$ cat config.mk
export PLATFORM = sky130hd
export DESIGN_NAME = tdm_net_tx
export DESIGN_NICKNAME = d
export VERILOG_FILES = /design/src/rtl/tdm_tx_pkg.sv /design/src/rtl/tdm_tx_timing.sv /design/src/rtl/tdm_tx_ctrl.sv /design/src/rtl/tdm_tx_shift.sv /design/src/rtl/tdm_net_tx.sv
export SDC_FILE = /design/constraint.sdc
export NUM_CORES = 1
export LEC_CHECK = 0
export CAP_MARGIN = 10
export CORE_UTILIZATION = 54
export CTS_CLUSTER_DIAMETER = 120
export DETAILED_ROUTE_END_ITERATION = 7
export DONT_BUFFER_PORTS = 1
export PLACE_DENSITY = 0.72
export REMOVE_ABC_BUFFERS = 1
export SLEW_MARGIN = 20
export SYNTH_ARGS = -nofsm -noshare
export SYNTH_HDL_FRONTEND = slang
export SYNTH_SLANG_ARGS = --single-unit
$ cat constraint.sdc
create_clock -name clk -period 1.85 [get_ports clk]
set_input_delay 0.0925 -clock clk [delete_from_list [all_inputs] [get_ports clk]]
set_output_delay 0.0925 -clock clk [all_outputs]
set_load 0.02 [all_outputs]
$ cat src/rtl/tdm_tx_pkg.sv
package tdm_tx_pkg;
   typedef enum logic [1:0] {
      REG_DATA = 2'd0,
      REG_DIS  = 2'd1,
      REG_STAT = 2'd2
   } tx_reg_e;
endpackage

$ cat src/rtl/tdm_tx_timing.sv
module tdm_tx_timing #(
   parameter int WORD  = 16,
   parameter int SLOTS = 5,
   localparam int BW   = $clog2(WORD),
   localparam int SW   = $clog2(SLOTS)
) (
   input  logic          clk,
   input  logic          rst_n,
   input  logic          sclk,
   input  logic          fsync,
   output logic          tick,
   output logic          boundary,
   output logic [SW-1:0] slot_idx
);
   logic          sclk_q;
   logic          fs_q;
   logic [BW-1:0] bit_cnt;
   logic          fstart;
   logic          last_bit;

   always_comb begin
      tick     = sclk & ~sclk_q;
      fstart   = tick & fsync & ~fs_q;
      last_bit = (bit_cnt == BW'(WORD - 1));
      boundary = tick & (fstart | last_bit);
   end

   always_ff @(posedge clk or negedge rst_n) begin
      if (!rst_n) begin
         sclk_q   <= 1'b0;
         fs_q     <= 1'b0;
         bit_cnt  <= '0;
         slot_idx <= '0;
      end else begin
         sclk_q <= sclk;
         if (tick) fs_q <= fsync;
         if (boundary)  bit_cnt <= '0;
         else if (tick) bit_cnt <= bit_cnt + 1'b1;
         if (fstart)
            slot_idx <= '0;
         else if (boundary)
            slot_idx <= (slot_idx == SW'(SLOTS - 1)) ? '0 : slot_idx + 1'b1;
      end
   end
endmodule

$ cat src/rtl/tdm_tx_ctrl.sv
module tdm_tx_ctrl
   import tdm_tx_pkg::*;
#(
   parameter int WORD = 16
) (
   input  logic            clk,
   input  logic            rst_n,
   input  logic            boundary,
   input  logic            tx_en,
   input  logic            irq_en,
   input  logic            wr_en,
   input  logic [1:0]      wr_addr,
   input  logic [WORD-1:0] wr_data,
   output logic [WORD-1:0] data_q,
   output logic            load_act,
   output logic            dis_pend,
   output logic            tde,
   output logic            irq,
   output logic            underrun
);
   logic dat_pend;
   logic wr_dat, wr_dis, wr_clr, urun_set;

   always_comb begin
      wr_dat   = wr_en && (tx_reg_e'(wr_addr) == REG_DATA);
      wr_dis   = wr_en && (tx_reg_e'(wr_addr) == REG_DIS);
      wr_clr   = wr_en && (tx_reg_e'(wr_addr) == REG_STAT) && wr_data[0];
      load_act = tx_en && !dis_pend;
      urun_set = boundary && load_act && !dat_pend;
      irq      = tde & irq_en;
   end

   always_ff @(posedge clk or negedge rst_n) begin
      if (!rst_n) begin
         data_q   <= '0;
         dat_pend <= 1'b0;
         dis_pend <= 1'b0;
         tde      <= 1'b0;
         underrun <= 1'b0;
      end else begin
         if (wr_dat) data_q <= wr_data;
         if (boundary) begin
            dat_pend <= wr_dat;
            dis_pend <= wr_dis;
         end else begin
            dat_pend <= dat_pend | wr_dat;
            dis_pend <= dis_pend | wr_dis;
         end
         if (wr_dat || wr_dis) tde <= 1'b0;
         else if (boundary)    tde <= 1'b1;
         if (urun_set)    underrun <= 1'b1;
         else if (wr_clr) underrun <= 1'b0;
      end
   end
endmodule

$ cat src/rtl/tdm_tx_shift.sv
module tdm_tx_shift #(
   parameter int WORD      = 16,
   parameter bit MSB_FIRST = 1'b1
) (
   input  logic            clk,
   input  logic            rst_n,
   input  logic            tick,
   input  logic            boundary,
   input  logic            load_act,
   input  logic [WORD-1:0] load_word,
   output logic            sd_o,
   output logic            sd_oe
);
   logic [WORD-1:0] sh;
   logic [WORD-1:0] sh_next;
   logic            out_bit;

   generate
      if (MSB_FIRST) begin : g_msb
         assign sh_next = {sh[WORD-2:0], 1'b0};
         assign out_bit = sh[WORD-1];
      end else begin : g_lsb
         assign sh_next = {1'b0, sh[WORD-1:1]};
         assign out_bit = sh[0];
      end
   endgenerate

   always_ff @(posedge clk or negedge rst_n) begin
      if (!rst_n) begin
         sh    <= '0;
         sd_oe <= 1'b0;
      end else if (boundary) begin
         sd_oe <= load_act;
         if (load_act) sh <= load_word;
      end else if (tick) begin
         sh <= sh_next;
      end
   end

   assign sd_o = sd_oe & out_bit;
endmodule

$ cat src/rtl/tdm_net_tx.sv
module tdm_net_tx #(
   parameter int WORD      = 16,
   parameter int SLOTS     = 5,
   parameter bit MSB_FIRST = 1'b1,
   localparam int SW       = $clog2(SLOTS)
) (
   input  logic            clk,
   input  logic            rst_n,
   input  logic            sclk,
   input  logic            fsync,
   input  logic            tx_en,
   input  logic            irq_en,
   input  logic            wr_en,
   input  logic [1:0]      wr_addr,
   input  logic [WORD-1:0] wr_data,
   output logic            sd_o,
   output logic            sd_oe,
   output logic            tde,
   output logic            irq,
   output logic            underrun,
   output logic [SW-1:0]   slot_idx
);
   generate
      if (WORD < 2)  begin : g_bad_word  $error("WORD must be at least 2");  end
      if (SLOTS < 2) begin : g_bad_slots $error("SLOTS must be at least 2"); end
   endgenerate

   logic            tick;
   logic            boundary;
   logic            load_act;
   logic            dis_pend;
   logic [WORD-1:0] data_q;

   tdm_tx_timing #(.WORD(WORD), .SLOTS(SLOTS)) u_timing (
      .clk(clk), .rst_n(rst_n), .sclk(sclk), .fsync(fsync),
      .tick(tick), .boundary(boundary), .slot_idx(slot_idx)
   );

   tdm_tx_ctrl #(.WORD(WORD)) u_ctrl (
      .clk(clk), .rst_n(rst_n), .boundary(boundary), .tx_en(tx_en),
      .irq_en(irq_en), .wr_en(wr_en), .wr_addr(wr_addr), .wr_data(wr_data),
      .data_q(data_q), .load_act(load_act), .dis_pend(dis_pend),
      .tde(tde), .irq(irq), .underrun(underrun)
   );

   tdm_tx_shift #(.WORD(WORD), .MSB_FIRST(MSB_FIRST)) u_shift (
      .clk(clk), .rst_n(rst_n), .tick(tick), .boundary(boundary),
      .load_act(load_act), .load_word(data_q), .sd_o(sd_o), .sd_oe(sd_oe)
   );
endmodule

==> flow_summary.yaml <==
synth:
  synth_ff_type: "dfrtp_1"
  avgSynthCellArea_um2: 13.86
  synth_most_common_cell: "dfrtp_1"
  ys_ff_latch: 46
  synth_edf_count: 0
  yosys-top-cells-area: "dfrtp_1 53%, mux2_4 15%, mux2_2 13%"
  yosysUniqueCellTypes: 32
  synth.largest_area_cell: "dfrtp_1"
  synth_warnings: 0
  synth_area_um2: 2162
  synthArstFlopShare_pct: 100.0
  synth_cells: 156
  synth_top_cell_area_share_pct: 53.24
  ys_seq_area_share_pct: 53.24
  yosys-top-cells-count: "46 x dfrtp_1, 25 x mux2_2, 21 x mux2_4"
grt:
  grt_first_pass_wirelength_um: 7003
  grt_max_degree: 47
  gr-total-overflow: 0
  antenna_found_initial: 0
  grt.total_usage_pct: 21.98
  grt_pass1_vias: 1499
floorplanning:
  pin_count: 33
  fp.coreArea_um2: 3744
  rows: 22
  die_y_um: 65.28
  die_x_um: 65.28
  start_util_pct: 57.75
  dieArea_um2: 4261
pwr:
  power.switching_mw: 0.7628
  p_per_area_nw_per_um2: 1088
  seqPwrFrac_pct: 51.5
  internal_power_mw: 2.109
  max-vdd-ir-drop_mv: 0.7601
  total_power_mw: 2.872
  p_leak_nw: 1.245
  swShare_pct: 26.56
  combPwrFrac_pct: 27.9
  clkPwrFrac_pct: 20.6
critical_path:
  crit_required_ns: 2.03
  r2r_setup_slack_ns: 0.08
  crit_type: "reg2reg"
  worstRegToRegCells: 6
  timing.rr.end: "u_shift.sh[7]"
  crit_fanout: 6
  critPathCaptureType: "register"
  regToRegStartpoint: "u_timing.bit_cnt[1]"
  cp.arrival_ns: 1.95
  crit_path_start_kind: "register"
clock_network:
  htree_levels: 2
  cts_buffer_depth: 2
  cts.clk_slew.worst_paths_ns: 0.08
  root_buffer: "clkbuf_8"
  cts_num_sinks: 46
  cts_buffers: 5
  clk_latency_ns: 0.29
  cts_tree: "done"
timing:
  slew_violations: 0
  worst-slew-pin-transition_ns: 0.3395
  fin_crit_ns: 1.774
  holdWs_ns: 0.05031
  hold_viol: 0
  fmax_ghz: 0.5637
  clock_skew_ns: 0.008206
  setup_viol_count_final: 0
  timing.final.crit_share_pct: 95.90
  relSlewSlack_pct: 77.37
  rsz0062_at_grt: "yes"
final_layout:
  fin_util_pct: 70.52
  multi_input_area_um2: 970.9
  layout-drive-gt1-share_pct: 38.54
  syn_to_final_growth_pct: 22.11
  nets: 221
  regArea_um2: 1151
  nFillCells: 276
  n_antenna_cell: 0
drt:
  routed_via_density: 5.471
  drc: 0
  postRouteAntennaNets: 0
  drt-pass1-iter-count: 4
  wl_per_cell_um: 16.40
  drt_iter0_markers: 67
  vias: 1313
  routed_wl_um: 3937
place:
  port_buffers: 0
  place_hpwl_um: 2570
  gp_congestion: 0.8155
hold_path:
  min_path_type: "in2reg"
  hold_start: "tx_en"
  whs_endpoint: "u_ctrl.underrun"
  hold_path_depth: 2
flow_run:
  cap_violations: 0
outcome:
  status: "finished clean"
-- layer usage --
| metal | part of all wire, % | track usage (%) | vias to the layer above | wire length, µm |
|---|---|---|---|---|
| met5 | 0 | 0 | - | 0 |
| met4 | 1.1 | 6.522 | 0 | 45 |
| met3 | 3.9 | 5.729 | 5 | 155 |
| met2 | 52 | 38.14 | 33 | 2030 |
| met1 | 43 | 26.70 | 656 | 1706 |
| li1 | - | - | 619 | - |
-- worst max path at each step --
stage	startpoint	cells past startpoint	slack, ns	to
after floorplan	u_timing.bit_cnt[0]	5	-0.29	u_shift.sh[13]
after global placement	u_timing.bit_cnt[1]	6	0.05	u_shift.sh[11]
after detailed placement	u_timing.bit_cnt[0]	6	-0.02	u_shift.sh[14]
after CTS	u_timing.bit_cnt[0]	7	0.01	u_shift.sh[14]
after global routing	u_timing.bit_cnt[1]	6	-0.01	u_shift.sh[11]
final	u_timing.bit_cnt[1]	6	0.08	u_shift.sh[7]
-- sequential cells by signal, indices dropped and copies added (netlist names) --
register / count
u_ctrl.data_q: 16
u_shift.sh: 16
u_timing.bit_cnt: 4
u_timing.slot_idx: 3
u_ctrl.dat_pend: 1
u_ctrl.dis_pend: 1
u_ctrl.tde: 1
u_ctrl.underrun: 1
u_shift.sd_oe: 1
u_timing.fs_q: 1
u_timing.sclk_q: 1
-- logic make-up after synthesis --
family                   count (synthesis)  share of synthesized area (%)
AO/OA/AOI/OAI                           20                          6.424
adder cells (fa/ha/maj)                  3                          1.736
flip-flops                              46                          53.24
XOR/XNOR                                 1                         0.4052
multiplexers                            47                          28.07
buffers and inverters                   10                          3.067
AND/OR/NAND/NOR                         29                          7.061
-- final cells by class --
class | count | area share [%]
clock buffer | 6 | 3.128
inverter | 5 | 0.7109
multi-input combinational | 100 | 36.78
sequential | 46 | 43.60
tap | 48 | 2.275
timing repair buffer | 35 | 13.51
-- through the flow --
| stage | setup TNS, ns | worst slack [ns] | instances | instance area (µm²) |
|---|---|---|---|---|
| final | 0 | 0.07590 | 240 | 2640 |
| after global routing | -0.03105 | -0.01150 | 240 | 2640 |
| after CTS | 0 | 0.009548 | 239 | 2603 |
| after detailed placement | -0.02795 | -0.01877 | 208 | 2242 |
| after global placement | 0 | 0.04702 | 208 | 2242 |
| after floorplan | -3.629 | -0.2878 | 151 | 2115 |
-- layout by cell type (no fill, tap or decap), drive strengths merged, types with 3 or more instances in the layout --
master	n
mux2	46
clkbuf	6
a21oi	8
nor2	9
dfrtp	46
o31ai	3
ha	3
inv	5
nand2	8
dlygate4sd3	22
o21ai	4
buf	13
-- power by group through the flow --
stage                     Clock, mW  Sequential (mW)  Combinational, mW
after floorplan                   0             1.43              0.577
after global placement            0             1.47              0.637
after detailed placement          0             1.49              0.678
after CTS                     0.603             1.48              0.774
after global routing          0.639             1.51              0.878
final                         0.593             1.48              0.801
-- timing repair --
| item | in CTS | in global routing |
|---|---|---|
| cloned | 0 | 1 |
| endpoints found under the hold margin | 67 | 0 |
| endpoints found under the setup margin | 9 | 15 |
| pin swaps | 1 | 3 |
| gates resized for setup | 4 | 10 |
| setup buffers | 2 | 0 |
| hold buffers | 23 | 0 |
-- critical path: stages (launching register included) --
cell and delay [ns]:
dfrtp_1 0.39, ha_2 0.19, and3_4 0.16, a21oi_4 0.19, buf_6 0.17, mux2_4 0.30
mux2_4 0.26
Note: power is estimated with default switching activity, not from simulation.
